**src/rtl/can_bo_pkg.sv**
```systemverilog
package can_bo_pkg;

  localparam int ID_W   = 11;
  localparam int DLC_W  = 4;
  localparam int BYTE_W = 8;

  typedef enum logic [1:0] {
    ST_RUN    = 2'd0,
    ST_REINIT = 2'd1,
    ST_TX     = 2'd2,
    ST_HALT   = 2'd3
  } sup_state_t;

  typedef struct packed {
    logic [ID_W-1:0]   id;
    logic [DLC_W-1:0]  dlc;
    logic [BYTE_W-1:0] data;
  } err_frame_t;

  localparam int FRAME_W = $bits(err_frame_t);

  function automatic err_frame_t build_frame(input logic [ID_W-1:0] id,
                                             input logic [BYTE_W-1:0] code);
    err_frame_t f;
    f.id   = id;
    f.dlc  = DLC_W'(1);
    f.data = code;
    return f;
  endfunction

endpackage

```
**src/rtl/bo_rise_det.sv**
```systemverilog
module bo_rise_det (
  input  logic clk,
  input  logic rst,
  input  logic level_i,
  output logic rise_o
);
  logic level_q;

  always_ff @(posedge clk) begin
    if (rst) level_q <= 1'b0;
    else     level_q <= level_i;
  end

  assign rise_o = level_i & ~level_q;
endmodule

```
**src/rtl/bo_tx_timer.sv**
```systemverilog
module bo_tx_timer #(
  parameter int LIMIT = 4096
) (
  input  logic clk,
  input  logic rst,
  input  logic run_i,
  output logic expired_o
);
  localparam int CNT_W = (LIMIT > 2) ? $clog2(LIMIT) : 1;
  localparam logic [CNT_W-1:0] LAST = CNT_W'(LIMIT - 1);

  logic [CNT_W-1:0] cnt_q;

  always_ff @(posedge clk) begin
    if (rst || !run_i)     cnt_q <= '0;
    else if (cnt_q != LAST) cnt_q <= cnt_q + 1'b1;
  end

  assign expired_o = run_i && (cnt_q == LAST);
endmodule

```
**src/rtl/bo_frame_reg.sv**
```systemverilog
module bo_frame_reg #(
  parameter int WIDTH = 23
) (
  input  logic             clk,
  input  logic             rst,
  input  logic             load_i,
  input  logic [WIDTH-1:0] frame_i,
  output logic             valid_o,
  output logic [WIDTH-1:0] frame_o
);
  always_ff @(posedge clk) begin
    if (rst) begin
      valid_o <= 1'b0;
      frame_o <= '0;
    end else begin
      valid_o <= load_i;
      frame_o <= load_i ? frame_i : '0;
    end
  end
endmodule

```
**src/rtl/can_bo_supervisor.sv**
```systemverilog
module can_bo_supervisor
  import can_bo_pkg::*;
#(
  parameter int                TIMEOUT_CYCLES = 4096,
  parameter logic [ID_W-1:0]   ERR_ID         = 11'h3FF,
  parameter logic [BYTE_W-1:0] ERR_CODE       = 8'h12
) (
  input  logic              clk,
  input  logic              rst,
  input  logic              bus_off_i,
  output logic              reinit_req_o,
  input  logic              reinit_done_i,
  output logic              tx_req_o,
  output logic [ID_W-1:0]   tx_id_o,
  output logic [DLC_W-1:0]  tx_dlc_o,
  output logic [BYTE_W-1:0] tx_data_o,
  input  logic              tx_ok_i,
  input  logic              tx_fail_i,
  output logic              bo_seen_o,
  output logic              halted_o
);
  localparam err_frame_t ERR_FRAME = build_frame(ERR_ID, ERR_CODE);

  sup_state_t st_q, st_n;
  logic       bo_rise;
  logic       tmo_expired;
  logic       seen_q, seen_n;
  logic       reinit_q, halt_q;
  logic [FRAME_W-1:0] frame_bits;
  err_frame_t frame_out;

  bo_rise_det u_rise (
    .clk     (clk),
    .rst     (rst),
    .level_i (bus_off_i),
    .rise_o  (bo_rise)
  );

  bo_tx_timer #(.LIMIT(TIMEOUT_CYCLES)) u_timer (
    .clk       (clk),
    .rst       (rst),
    .run_i     (st_q == ST_TX),
    .expired_o (tmo_expired)
  );

  always_comb begin
    st_n   = st_q;
    seen_n = seen_q;
    unique case (st_q)
      ST_RUN: begin
        if (bo_rise) st_n = seen_q ? ST_HALT : ST_REINIT;
      end
      ST_REINIT: begin
        if (reinit_done_i) st_n = ST_TX;
      end
      ST_TX: begin
        if (tx_fail_i || bo_rise) begin
          st_n = ST_HALT;
        end else if (tx_ok_i) begin
          st_n   = ST_RUN;
          seen_n = 1'b1;
        end else if (tmo_expired) begin
          st_n = ST_HALT;
        end
      end
      default: st_n = ST_HALT;
    endcase
  end

  always_ff @(posedge clk) begin
    if (rst) begin
      st_q     <= ST_RUN;
      seen_q   <= 1'b0;
      reinit_q <= 1'b0;
      halt_q   <= 1'b0;
    end else begin
      st_q     <= st_n;
      seen_q   <= seen_n;
      reinit_q <= (st_n == ST_REINIT);
      halt_q   <= (st_n == ST_HALT);
    end
  end

  bo_frame_reg #(.WIDTH(FRAME_W)) u_frame (
    .clk     (clk),
    .rst     (rst),
    .load_i  (st_n == ST_TX),
    .frame_i (ERR_FRAME),
    .valid_o (tx_req_o),
    .frame_o (frame_bits)
  );

  assign frame_out    = err_frame_t'(frame_bits);
  assign tx_id_o      = frame_out.id;
  assign tx_dlc_o     = frame_out.dlc;
  assign tx_data_o    = frame_out.data;
  assign reinit_req_o = reinit_q;
  assign bo_seen_o    = seen_q;
  assign halted_o     = halt_q;
endmodule

```
**config.mk**
```make
export PLATFORM = sky130hd
export DESIGN_NAME = can_bo_supervisor
export DESIGN_NICKNAME = d
export VERILOG_FILES = /design/src/rtl/can_bo_pkg.sv /design/src/rtl/bo_rise_det.sv /design/src/rtl/bo_tx_timer.sv /design/src/rtl/bo_frame_reg.sv /design/src/rtl/can_bo_supervisor.sv
export SDC_FILE = /design/constraint.sdc
export NUM_CORES = 1
export LEC_CHECK = 0
export ABC_AREA = 1
export CAP_MARGIN = 20
export CELL_PAD_IN_SITES_DETAIL_PLACEMENT = 1
export CELL_PAD_IN_SITES_GLOBAL_PLACEMENT = 1
export CORE_MARGIN = 8
export CORE_UTILIZATION = 34
export DETAILED_ROUTE_END_ITERATION = 12
export PLACE_DENSITY_LB_ADDON = 0.25
export SLEW_MARGIN = 10
export SYNTH_ARGS = -nofsm -noshare
export SYNTH_HDL_FRONTEND = slang
export SYNTH_SLANG_ARGS = --single-unit
export TNS_END_PERCENT = 10
```
**constraint.sdc**
```tcl
create_clock -name clk -period 2 [get_ports clk]
set_clock_uncertainty 0.05 [all_clocks]
set_input_delay 0.6 -clock clk [delete_from_list [all_inputs] [get_ports clk]]
set_output_delay 0.6 -clock clk [all_outputs]
set_load 0.05 [all_outputs]
```
==> report_table.html, run 1 <==
<table>
<tr><th>Metric</th><th>Value</th></tr>
<tr><th colspan="2">Power</th></tr>
<tr><td>Total Power Consumption</td><td>0.829 mW</td></tr>
<tr><td>Total leakage power</td><td>0.643 nW</td></tr>
<tr><td>Max VDD drop</td><td>0.192 mV</td></tr>
<tr><td>Power density relative to cell area</td><td>592 mW/mm2</td></tr>
<tr><th colspan="2">Clocking</th></tr>
<tr><td>Post-CTS Setup Repair Bufs</td><td>0</td></tr>
<tr><td>TritonCTS Sinks</td><td>19</td></tr>
<tr><td>Bufs on Longest Clock Path</td><td>2</td></tr>
<tr><td>Clock latency on the worst-skew pair</td><td>0.30 ns</td></tr>
<tr><td>TritonCTS clock tree</td><td>built</td></tr>
<tr><td>Buffer cell driving the clock tree root</td><td>clkbuf_4</td></tr>
<tr><td>Number of hold buffers added after CTS</td><td>0</td></tr>
<tr><td>Register clock-pin slew on the reported worst setup and hold paths</td><td>0.11 ns</td></tr>
<tr><td>Maximum level of the CTS H-tree</td><td>1</td></tr>
<tr><td>Post_cts resized</td><td>0</td></tr>
<tr><td>Num CTS Buffers</td><td>3</td></tr>
<tr><th colspan="2">Setup path</th></tr>
<tr><td>Number of buffer and inverter instances along the worst setup path</td><td>2</td></tr>
<tr><td>Crit end category</td><td>output port</td></tr>
<tr><td>Required arrival time at the worst endpoint</td><td>1.35 ns</td></tr>
<tr><td>Cell breakdown of the critical path</td><td>buf_12, buf_12</td></tr>
<tr><td>Critical Setup Path Class</td><td>register to output port</td></tr>
<tr><td>Crit path largest cell delay</td><td>0.37 ns</td></tr>
<tr><td>Worst Path Arrival</td><td>1.04 ns</td></tr>
<tr><td>Standard cell with the maximum stage delay on the critical path</td><td>dfxtp_1</td></tr>
<tr><td>Most used cell, CP</td><td>buf_12</td></tr>
<tr><td>Critical path launch point type</td><td>register</td></tr>
<tr><td>Cell type group with the largest total delay on the critical path</td><td>flip-flops</td></tr>
<tr><td>Largest fanout of any net on the critical path</td><td>14</td></tr>
<tr><th colspan="2">Layout</th></tr>
<tr><td>Multi-input logic area</td><td>472 um2</td></tr>
<tr><td>Final-stage net count</td><td>179</td></tr>
<tr><td>Fraction of final layout cells sized beyond drive strength 1</td><td>19.9%</td></tr>
<tr><td>Count of fill cells added during filler insertion</td><td>410</td></tr>
<tr><td>Area overhead of the layout relative to synthesis</td><td>28.7%</td></tr>
<tr><td>Antenna diode count</td><td>0</td></tr>
<tr><td>Summed area of non-filler cells in the final layout</td><td>0.00140 mm2</td></tr>
<tr><td>Seq. cell area</td><td>380 um2</td></tr>
<tr><th colspan="2">STA</th></tr>
<tr><td>Setup total negative slack</td><td>0 ns</td></tr>
<tr><td>Final setup violation count</td><td>0</td></tr>
<tr><td>Setup repair after global routing missed its margin</td><td>false</td></tr>
<tr><td>Minimum period implied by the final worst setup slack</td><td>1.69 ns</td></tr>
<tr><td>Fmax</td><td>590 MHz</td></tr>
<tr><td>Final hold violations</td><td>0</td></tr>
<tr><td>Final Max Slew Viols</td><td>0</td></tr>
<tr><td>Final period utilization</td><td>84.7%</td></tr>
<tr><th colspan="2">Routing</th></tr>
<tr><td>Mean number of vias per cell</td><td>4.36</td></tr>
<tr><td>Number of DRC markers in iteration 0</td><td>15</td></tr>
<tr><td>Average wire per cell in the routed design</td><td>12.3 um</td></tr>
<tr><td>Post-route ant nets</td><td>0</td></tr>
<tr><td>Detailed-route DRC error count</td><td>0</td></tr>
<tr><td>Total via count after detailed routing</td><td>937</td></tr>
<tr><td>Count of TritonRoute iterations in the first routing pass</td><td>4</td></tr>
<tr><td>Final routed wirelength across all metal layers</td><td>2650 um</td></tr>
<tr><th colspan="2">Global routing</th></tr>
<tr><td>Maximum number of pins on one net before global-route repair</td><td>15</td></tr>
<tr><td>Remaining global-route overflow</td><td>0</td></tr>
<tr><td>GRT Resource Usage Total</td><td>10.4%</td></tr>
<tr><td>Antenna violations before repair</td><td>0</td></tr>
<tr><td>Global-route wire length before repair</td><td>4350 um</td></tr>
<tr><td>Vias in the first global route</td><td>924</td></tr>
<tr><th colspan="2">Synth</th></tr>
<tr><td>Yosys warns</td><td>0</td></tr>
<tr><td>Number of distinct standard cells referenced by the synthesized netlist</td><td>23</td></tr>
<tr><td>Share of the yosys chip area belonging to registers</td><td>34.9%</td></tr>
<tr><td>Synth Cell Area</td><td>0.00109 mm2</td></tr>
<tr><td>Syn Area/Cell</td><td>6.89 um2</td></tr>
<tr><td>Number of instances in the synthesized netlist</td><td>158</td></tr>
<tr><td>Flop and latch count out of synthesis</td><td>19</td></tr>
<tr><th colspan="2">Worst hold path</th></tr>
<tr><td>Hold/Removal Path Class</td><td>register to register</td></tr>
<tr><th colspan="2">Die</th></tr>
<tr><td>Initial Util</td><td>35.7%</td></tr>
<tr><td>Standard-cell rows</td><td>20</td></tr>
<tr><td>Die X</td><td>72.6 um</td></tr>
<tr><td>Number of ports placed on the die boundary</td><td>33</td></tr>
<tr><td>Chip height</td><td>72.6 um</td></tr>
<tr><td>Floorplan Core Area</td><td>0.00305 mm2</td></tr>
<tr><td>Overall die area</td><td>0.00527 mm2</td></tr>
<tr><th colspan="2">Run</th></tr>
<tr><td>Maxcap violations</td><td>0</td></tr>
<tr><th colspan="2">Placement</th></tr>
<tr><td>Cell Area, Placed</td><td>0.00137 mm2</td></tr>
<tr><td>Post-DP HPWL</td><td>2180 um</td></tr>
<tr><td>Input/output buffers</td><td>22</td></tr>
<tr><td>RePlAce Congestion</td><td>0.820</td></tr>
<tr><th colspan="2">Outcome</th></tr>
<tr><td>Outcome</td><td>finished, final reports clean</td></tr>
</table>
## power breakdown
group	internal (mW)	leakage, nW	total, mW	switching, mW
sequential	0.388	0.154	0.394	0.00600
clock	0.0745	0.0177	0.198	0.123
combinational	0.0836	0.471	0.238	0.154
total	0.546	0.643	0.829	0.284
## logic make-up (layout without fill, tap and decap cells)
kind of cell,after synthesis,after routing,share of synthesized area [%]
xor gates and xnor gates,2,2,1.61
adders and majority gates,1,1,1.15
DFF,19,19,34.9
and+or+nand+nor,76,76,31.4
AOI/OAI and AO/OA,12,12,5.75
buffers and inverters,47,51,24.8
other,1,10,0.344
## synth_stat cells (all sizes together)
cell,number,share of area [%]
a21oi,3,1.4
a31oi,2,1.1
buf,24,17
clkinv,1,0.34
conb,1,0.34
dfxtp,19,35
ha,1,1.1
inv,22,7.6
nand2,40,14
nand3,13,6.4
nand3b,2,1.4
nand4,1,0.58
nor2,18,7.6
nor3,2,0.92
o21ai,7,3.2
xnor2,1,0.80
xor2,1,0.80
## routing by layer
layer,up-vias,track usage (%),wire (um)
li1,480,-,-
met5,-,0,0
met4,0,3.33,19
met3,2,2.61,110
met1,439,11.1,1150
met2,16,19.2,1360
## through the flow
stage | worst slack [ns] | hold slack, ns | std cells | utilization, %
global route | 0.149 | 0.482 | 215 | 45.9
floorplan | 0.227 | 0.408 | 167 | -
finish | 0.306 | 0.447 | 215 | 45.9
detailed placement | 0.125 | 0.429 | 211 | 45.0
global placement | 0.148 | 0.418 | 211 | 45.0
CTS | 0.300 | 0.448 | 215 | 45.9
## worst paths after layout
path                       startpoint          endpoint  slack [ns]  depth (start not counted)
setup / recovery  u_frame.frame_o[20]        tx_id_o[8]        0.31                          2
hold / removal       u_timer.cnt_q[1]  u_timer.cnt_q[1]        0.45                          2
setup reg to reg     u_timer.cnt_q[0]          halted_o        0.35                          9
hold reg to reg      u_timer.cnt_q[1]  u_timer.cnt_q[1]        0.45                          2
## layout make-up
class	instances	share of cell area, %
clock buffer	3	1.61
clock inverter	1	0.357
inverter	23	6.16
multi-input combinational	101	33.7
sequential	19	27.1
tap	44	3.93
timing repair buffer	24	27.1
## cell usage in the layout (no fill, tap or decap), types with 2 or more instances in the layout
cell             instances
a21oi_1                  3
a31oi_1                  2
buf_12                  15
buf_4                    4
clkbuf_4                 3
clkdlybuf4s50_1          5
conb_1                  10
dfxtp_1                 19
inv_1                   21
nand2_1                 37
nand2_2                  3
nand3_1                 12
nand3b_1                 2
nor2_1                  12
nor2_2                   6
nor3_1                   2
o21ai_0                  5
o21ai_1                  2
## state kept, by name, indices dropped and copies added (netlist names)
register / count
reinit_req_o: 1
bo_seen_o: 1
st_q: 2
u_timer.cnt_q: 12
u_frame.frame_o: 1
halted_o: 1
u_rise.level_q: 1
## worst register-to-register path: cells and delay by family, from the launching register on
| kind | cells | cell delay (ns) |
|---|---|---|
| fa+ha+maj | 1 | 0.21 |
| simple gates | 8 | 0.96 |
| flops | 1 | 0.38 |
No activity file was read; power rests on OpenSTA's default activity.
==> run 2: changes to the inputs <==
--- a/config.mk
+++ b/config.mk
@@ -10,7 +10,7 @@
 export CELL_PAD_IN_SITES_DETAIL_PLACEMENT = 1
 export CELL_PAD_IN_SITES_GLOBAL_PLACEMENT = 1
 export CORE_MARGIN = 8
-export CORE_UTILIZATION = 34
+export CORE_UTILIZATION = 32
 export DETAILED_ROUTE_END_ITERATION = 12
 export PLACE_DENSITY_LB_ADDON = 0.25
 export SLEW_MARGIN = 10
==> constraint.sdc (replaced) <==
create_clock -name clk -period 1.77 [get_ports clk]
set_clock_uncertainty 0.05 [all_clocks]
set_input_delay 0.531 -clock clk [delete_from_list [all_inputs] [get_ports clk]]
set_output_delay 0.531 -clock clk [all_outputs]
set_load 0.05 [all_outputs]
==> report_table.html, run 2 (same netlist as run 1, synthesis figures left out) <==
<table>
<tr><th>Metric</th><th>Value</th></tr>
<tr><th colspan="2">Layout</th></tr>
<tr><td>Largest regs</td><td>u_timer.cnt_q (12), st_q (2)</td></tr>
<tr><td>Commonest non-fill, non-tap cell in the layout</td><td>nand2_1</td></tr>
<tr><td>Fraction of final layout cells sized beyond drive strength 1</td><td>20.8%</td></tr>
<tr><td>Share of the core filled with cells in the final layout</td><td>44.0%</td></tr>
<tr><td>Summed area of non-filler cells in the final layout</td><td>0.00146 mm2</td></tr>
<tr><td>Count of non-filler cells in the finished layout</td><td>219</td></tr>
<tr><td>Final-stage net count</td><td>181</td></tr>
<tr><td>Biggest register</td><td>u_timer.cnt_q</td></tr>
<tr><td>Antenna diode count</td><td>0</td></tr>
<tr><td>Commonest cells after routing, fill and taps aside</td><td>nand2_1, inv_1, dfxtp_1</td></tr>
<tr><td>Largest register FFs</td><td>12</td></tr>
<tr><td>Area overhead of the layout relative to synthesis</td><td>33.8%</td></tr>
<tr><th colspan="2">Clocking</th></tr>
<tr><td>Post-CTS Setup Repair Bufs</td><td>0</td></tr>
<tr><td>Bufs on Longest Clock Path</td><td>2</td></tr>
<tr><td>Register clock-pin slew on the reported worst setup and hold paths</td><td>0.12 ns</td></tr>
<tr><td>Post_cts resized</td><td>0</td></tr>
<tr><td>TritonCTS clock tree</td><td>built</td></tr>
<tr><td>Buffer cell driving the clock tree root</td><td>clkbuf_4</td></tr>
<tr><td>Maximum level of the CTS H-tree</td><td>1</td></tr>
<tr><td>Num CTS Buffers</td><td>3</td></tr>
<tr><td>Clock latency on the worst-skew pair</td><td>0.31 ns</td></tr>
<tr><td>TritonCTS Sinks</td><td>19</td></tr>
<tr><td>Number of hold buffers added after CTS</td><td>0</td></tr>
<tr><th colspan="2">Global routing</th></tr>
<tr><td>Vias in the first global route</td><td>967</td></tr>
<tr><td>Maximum number of pins on one net before global-route repair</td><td>15</td></tr>
<tr><td>GRT Resource Usage Total</td><td>10.2%</td></tr>
<tr><td>Antenna violations before repair</td><td>0</td></tr>
<tr><td>Global-route wire length before repair</td><td>4460 um</td></tr>
<tr><td>Remaining global-route overflow</td><td>0</td></tr>
<tr><th colspan="2">Power</th></tr>
<tr><td>Switching portion of total power</td><td>34.7%</td></tr>
<tr><td>Fraction of power consumed by sequential logic</td><td>46.6%</td></tr>
<tr><td>Power density relative to cell area</td><td>660 mW/mm2</td></tr>
<tr><td>Total Power Consumption</td><td>0.961 mW</td></tr>
<tr><td>Net Switching</td><td>0.333 mW</td></tr>
<tr><td>Power share of the clock group</td><td>24.0%</td></tr>
<tr><td>Total leakage power</td><td>0.661 nW</td></tr>
<tr><td>Part of the power in combinational logic</td><td>29.4%</td></tr>
<tr><td>Max VDD drop</td><td>0.367 mV</td></tr>
<tr><td>Internal Pwr Total</td><td>0.628 mW</td></tr>
<tr><th colspan="2">Setup path</th></tr>
<tr><td>Crit path largest cell delay</td><td>0.39 ns</td></tr>
<tr><td>Most used cell, CP</td><td>buf_12</td></tr>
<tr><td>Critical Setup Path Class</td><td>register to output port</td></tr>
<tr><td>Critical path launch point type</td><td>register</td></tr>
<tr><td>Cell type group with the largest total delay on the critical path</td><td>flip-flops</td></tr>
<tr><td>Crit end category</td><td>output port</td></tr>
<tr><td>Standard cell with the maximum stage delay on the critical path</td><td>dfxtp_1</td></tr>
<tr><td>Largest fanout of any net on the critical path</td><td>14</td></tr>
<tr><td>Critical Path Start</td><td>u_frame.frame_o[20]</td></tr>
<tr><td>Required arrival time at the worst endpoint</td><td>1.19 ns</td></tr>
<tr><td>Number of buffer and inverter instances along the worst setup path</td><td>2</td></tr>
<tr><td>Cell breakdown of the critical path</td><td>buf_12, buf_12</td></tr>
<tr><td>Worst Path Arrival</td><td>1.07 ns</td></tr>
<tr><td>Internal reg-to-reg setup slack</td><td>0.14 ns</td></tr>
<tr><td>Reg-to-reg startpoint</td><td>u_timer.cnt_q[0]</td></tr>
<tr><th colspan="2">Placement</th></tr>
<tr><td>Total placed cells including tap cells</td><td>215</td></tr>
<tr><td>DP Worst Slack</td><td>-0.0557 ns</td></tr>
<tr><td>Input/output buffers</td><td>22</td></tr>
<tr><td>Post-DP HPWL</td><td>2260 um</td></tr>
<tr><td>RePlAce Congestion</td><td>0.796</td></tr>
<tr><td>Cell Area, Placed</td><td>0.00143 mm2</td></tr>
<tr><th colspan="2">Routing</th></tr>
<tr><td>Number of DRC markers in iteration 0</td><td>68</td></tr>
<tr><td>Total via count after detailed routing</td><td>950</td></tr>
<tr><td>Mean number of vias per cell</td><td>4.34</td></tr>
<tr><td>Average wire per cell in the routed design</td><td>12.7 um</td></tr>
<tr><td>Detailed-route DRC error count</td><td>0</td></tr>
<tr><td>Final routed wirelength across all metal layers</td><td>2780 um</td></tr>
<tr><td>Post-route ant nets</td><td>0</td></tr>
<tr><td>Count of TritonRoute iterations in the first routing pass</td><td>4</td></tr>
<tr><th colspan="2">STA</th></tr>
<tr><td>Minimum period implied by the final worst setup slack</td><td>1.66 ns</td></tr>
<tr><td>Setup repair after global routing missed its margin</td><td>false</td></tr>
<tr><td>Final Max Slew Viols</td><td>0</td></tr>
<tr><td>Final hold violations</td><td>0</td></tr>
<tr><td>Final setup violation count</td><td>0</td></tr>
<tr><td>Worst Slack Setup Final</td><td>0.114 ns</td></tr>
<tr><td>Final period utilization</td><td>93.5%</td></tr>
<tr><td>Setup total negative slack</td><td>0 ns</td></tr>
<tr><td>Hold Slack</td><td>0.449 ns</td></tr>
<tr><td>Fmax</td><td>604 MHz</td></tr>
<tr><th colspan="2">Die</th></tr>
<tr><td>Overall die area</td><td>0.00552 mm2</td></tr>
<tr><td>Floorplan Core Area</td><td>0.00331 mm2</td></tr>
<tr><td>Die X</td><td>74.3 um</td></tr>
<tr><td>Chip height</td><td>74.3 um</td></tr>
<tr><td>Standard-cell rows</td><td>21</td></tr>
<tr><td>Initial Util</td><td>32.9%</td></tr>
<tr><td>Number of ports placed on the die boundary</td><td>33</td></tr>
<tr><th colspan="2">Outcome</th></tr>
<tr><td>Outcome</td><td>finished, final reports clean</td></tr>
<tr><th colspan="2">Worst hold path</th></tr>
<tr><td>Hold/Removal Path Class</td><td>register to register</td></tr>
<tr><td>Launch point of the worst hold path</td><td>u_timer.cnt_q[1]</td></tr>
<tr><th colspan="2">Run</th></tr>
<tr><td>Maxcap violations</td><td>0</td></tr>
</table>
-- run 2: layout make-up --
cell class                 instances  area (um2)
fill                             423        1850
clock buffer                       3        22.5
tap                               46        57.6
multi-input combinational        101         472
sequential                        19         380
timing repair buffer              26         433
clock inverter                     1        5.00
inverter                          23        86.3
-- run 2: metal layers --
layer,track usage (%),share of wire [%],up-vias
met5,0,0,-
met4,1.30,0.32,0
met3,4.18,7.7,2
met2,19.7,50,23
met1,10.2,42,443
li1,-,-,482
-- run 2: power groups by stage --
stage                     Sequential [mW]  Combinational (mW)  Clock, mW
after floorplan                     0.472               0.176          0
after global routing                0.449               0.294      0.257
after detailed placement            0.457               0.283          0
after CTS                           0.448               0.284      0.245
final                               0.448               0.283      0.231
after global placement              0.456               0.278          0
-- run 2: worst paths after layout --
kind / end / cells past startpoint
hold / removal: u_timer.cnt_q[1] / 2
setup reg to reg: reinit_req_o / 9
setup / recovery: tx_id_o[2] / 2
hold reg to reg: u_timer.cnt_q[1] / 2
-- run 2: tightest hold or removal path, stage by stage (launching register included) --
cell and delay, ns:
dfxtp_1 0.34, nand2_1 0.07, a21oi_1 0.06
==> run 3: changes to the inputs <==
--- a/config.mk
+++ b/config.mk
@@ -12,7 +12,9 @@
 export CORE_MARGIN = 8
 export CORE_UTILIZATION = 32
 export DETAILED_ROUTE_END_ITERATION = 12
+export GPL_TIMING_DRIVEN = 0
 export PLACE_DENSITY_LB_ADDON = 0.25
+export SKIP_LAST_GASP = 1
 export SLEW_MARGIN = 10
 export SYNTH_ARGS = -nofsm -noshare
 export SYNTH_HDL_FRONTEND = slang
==> report_table.html, run 3 (same netlist as run 1, synthesis figures left out) <==
<table>
<tr><th>Metric</th><th>Value</th></tr>
<tr><th colspan="2">Layout</th></tr>
<tr><td>Area overhead of the layout relative to synthesis</td><td>27.2%</td></tr>
<tr><td>Seq. cell area</td><td>384 um2</td></tr>
<tr><td>Count of fill cells added during filler insertion</td><td>458</td></tr>
<tr><td>Final-stage net count</td><td>201</td></tr>
<tr><td>Multi-input logic area</td><td>472 um2</td></tr>
<tr><td>Commonest cells after routing, fill and taps aside</td><td>nand2_1, buf_4, inv_1</td></tr>
<tr><td>Antenna diode count</td><td>0</td></tr>
<tr><td>Largest register FFs</td><td>12</td></tr>
<tr><td>Largest regs</td><td>u_timer.cnt_q (12), st_q (2)</td></tr>
<tr><td>Commonest non-fill, non-tap cell in the layout</td><td>nand2_1</td></tr>
<tr><td>Summed area of non-filler cells in the final layout</td><td>0.00139 mm2</td></tr>
<tr><td>Share of the core filled with cells in the final layout</td><td>41.8%</td></tr>
<tr><td>Fraction of final layout cells sized beyond drive strength 1</td><td>28.0%</td></tr>
<tr><td>Biggest register</td><td>u_timer.cnt_q</td></tr>
<tr><th colspan="2">Setup path</th></tr>
<tr><td>Worst Path Arrival</td><td>1.23 ns</td></tr>
<tr><td>Largest fanout of any net on the critical path</td><td>14</td></tr>
<tr><td>Critical Setup Path Class</td><td>register to output port</td></tr>
<tr><td>Required arrival time at the worst endpoint</td><td>1.19 ns</td></tr>
<tr><td>Critical path launch point type</td><td>register</td></tr>
<tr><td>Crit end category</td><td>output port</td></tr>
<tr><th colspan="2">Die</th></tr>
<tr><td>Initial Util</td><td>32.9%</td></tr>
<tr><td>Chip height</td><td>74.3 um</td></tr>
<tr><td>Die X</td><td>74.3 um</td></tr>
<tr><td>Floorplan Core Area</td><td>0.00331 mm2</td></tr>
<tr><td>Number of ports placed on the die boundary</td><td>33</td></tr>
<tr><td>Overall die area</td><td>0.00552 mm2</td></tr>
<tr><td>Standard-cell rows</td><td>21</td></tr>
<tr><th colspan="2">STA</th></tr>
<tr><td>Setup total negative slack</td><td>-0.217 ns</td></tr>
<tr><td>Final setup violation count</td><td>6</td></tr>
<tr><td>Final period utilization</td><td>102%</td></tr>
<tr><td>Worst Slack Setup Final</td><td>-0.0410 ns</td></tr>
<tr><td>Setup repair after global routing missed its margin</td><td>true</td></tr>
<tr><td>Minimum period implied by the final worst setup slack</td><td>1.81 ns</td></tr>
<tr><td>Final hold violations</td><td>0</td></tr>
<tr><td>Final Max Slew Viols</td><td>0</td></tr>
<tr><td>Fmax</td><td>552 MHz</td></tr>
<tr><th colspan="2">Worst hold path</th></tr>
<tr><td>Hold/Removal Path Class</td><td>register to register</td></tr>
<tr><th colspan="2">Global routing</th></tr>
<tr><td>GRT Resource Usage Total</td><td>11.0%</td></tr>
<tr><td>Antenna violations before repair</td><td>0</td></tr>
<tr><td>Remaining global-route overflow</td><td>0</td></tr>
<tr><td>Vias in the first global route</td><td>1060</td></tr>
<tr><td>Global-route wire length before repair</td><td>4730 um</td></tr>
<tr><td>Maximum number of pins on one net before global-route repair</td><td>15</td></tr>
<tr><th colspan="2">Placement</th></tr>
<tr><td>Input/output buffers</td><td>22</td></tr>
<tr><td>Cell Area, Placed</td><td>0.00140 mm2</td></tr>
<tr><td>RePlAce Congestion</td><td>0.828</td></tr>
<tr><td>DP Worst Slack</td><td>-0.384 ns</td></tr>
<tr><td>Post-DP HPWL</td><td>2220 um</td></tr>
<tr><th colspan="2">Routing</th></tr>
<tr><td>Final routed wirelength across all metal layers</td><td>2710 um</td></tr>
<tr><td>Total via count after detailed routing</td><td>1007</td></tr>
<tr><td>Post-route ant nets</td><td>0</td></tr>
<tr><td>Count of TritonRoute iterations in the first routing pass</td><td>4</td></tr>
<tr><td>Average wire per cell in the routed design</td><td>11.3 um</td></tr>
<tr><td>Detailed-route DRC error count</td><td>0</td></tr>
<tr><td>Mean number of vias per cell</td><td>4.21</td></tr>
<tr><td>Number of DRC markers in iteration 0</td><td>14</td></tr>
<tr><th colspan="2">Power</th></tr>
<tr><td>Power share of the clock group</td><td>25.8%</td></tr>
<tr><td>Part of the power in combinational logic</td><td>25.9%</td></tr>
<tr><td>Power density relative to cell area</td><td>668 mW/mm2</td></tr>
<tr><td>Max VDD drop</td><td>0.318 mV</td></tr>
<tr><td>Internal Pwr Total</td><td>0.596 mW</td></tr>
<tr><td>Fraction of power consumed by sequential logic</td><td>48.4%</td></tr>
<tr><td>Net Switching</td><td>0.329 mW</td></tr>
<tr><td>Total leakage power</td><td>0.720 nW</td></tr>
<tr><td>Switching portion of total power</td><td>35.6%</td></tr>
<tr><th colspan="2">Clocking</th></tr>
<tr><td>Register clock-pin slew on the reported worst setup and hold paths</td><td>0.12 ns</td></tr>
<tr><td>Buffer cell driving the clock tree root</td><td>clkbuf_4</td></tr>
<tr><td>TritonCTS clock tree</td><td>built</td></tr>
<tr><td>TritonCTS Sinks</td><td>19</td></tr>
<tr><td>Num CTS Buffers</td><td>3</td></tr>
<tr><td>Clock latency on the worst-skew pair</td><td>0.31 ns</td></tr>
<tr><td>Post-CTS Setup Repair Bufs</td><td>0</td></tr>
<tr><td>Maximum level of the CTS H-tree</td><td>1</td></tr>
<tr><td>Bufs on Longest Clock Path</td><td>2</td></tr>
<tr><th colspan="2">Outcome</th></tr>
<tr><td>Outcome</td><td>finished, violations left</td></tr>
<tr><td>Violated checks</td><td>setup timing</td></tr>
<tr><th colspan="2">Run</th></tr>
<tr><td>Maxcap violations</td><td>0</td></tr>
</table>
[run 3: cell types whose count changed in the layout (fill, tap and decap cells not counted), sizes merged]
| cell | previous run | this run |
|---|---|---|
| buf | 21 | 32 |
| clkdlybuf4s18 | 0 | 4 |
| dlygate4sd2 | 0 | 2 |
| clkdlybuf4s15 | 0 | 2 |
| clkbuf | 3 | 4 |
[run 3: cell type report]
cell class / count / area share (%)
Inverter: 23 / 6.23
Clock buffer: 3 / 1.63
Clock inverter: 1 / 0.361
Buffer: 24 / 13.3
Tap cell: 46 / 4.16
Sequential cell: 19 / 27.7
Multi-Input combinational cell: 101 / 34.1
Timing Repair Buffer: 22 / 12.6
[run 3: power by group through the flow]
stage	Clock [mW]	Sequential, mW	Combinational, mW
after global routing	0.269	0.450	0.256
after detailed placement	0	0.458	0.254
after global placement	0	0.457	0.251
final	0.238	0.447	0.239
after CTS	0.257	0.449	0.246
after floorplan	0	0.472	0.176
[run 3: per-stage QoR]
step / hold slack (ns) / power (mW) / instances
floorplan: 0.408 / 0.649 / 167
global placement: 0.419 / 0.708 / 235
detailed placement: 0.438 / 0.712 / 235
CTS: 0.456 / 0.952 / 239
global route: 0.486 / 0.975 / 239
finish: 0.455 / 0.925 / 239
[run 3: path summary, 6_finish.rpt]
| path | slack, ns | start | cells past startpoint | end |
|---|---|---|---|---|
| setup / recovery | -0.04 | u_frame.frame_o[20] | 2 | tx_id_o[1] |
| setup reg to reg | 0.28 | u_timer.cnt_q[1] | 9 | u_timer.cnt_q[7] |
| hold / removal | 0.45 | u_timer.cnt_q[0] | 2 | u_timer.cnt_q[0] |
| hold reg to reg | 0.45 | u_timer.cnt_q[0] | 2 | u_timer.cnt_q[0] |
[run 3: worst max-delay path, cell delays in order (launching register included)]
cell	delay [ns]
dfxtp_4	0.44
buf_4	0.12
clkdlybuf4s15_2	0.36
[run 3: repair_timing]
action / in CTS / in global routing
hold buffers: 0 / 0
endpoints found under the setup margin: 17 / 17
cloned: 0 / 0
gates resized for setup: 44 / 24
[run 3: metal layers]
layer / vias to the layer above / global-route usage, % / share of wire, %
met5: - / 0 / 0
met4: 0 / 4.57 / 1.8
met3: 6 / 4.04 / 7.0
met2: 23 / 20.5 / 51
met1: 456 / 10.5 / 40
li1: 522 / - / -
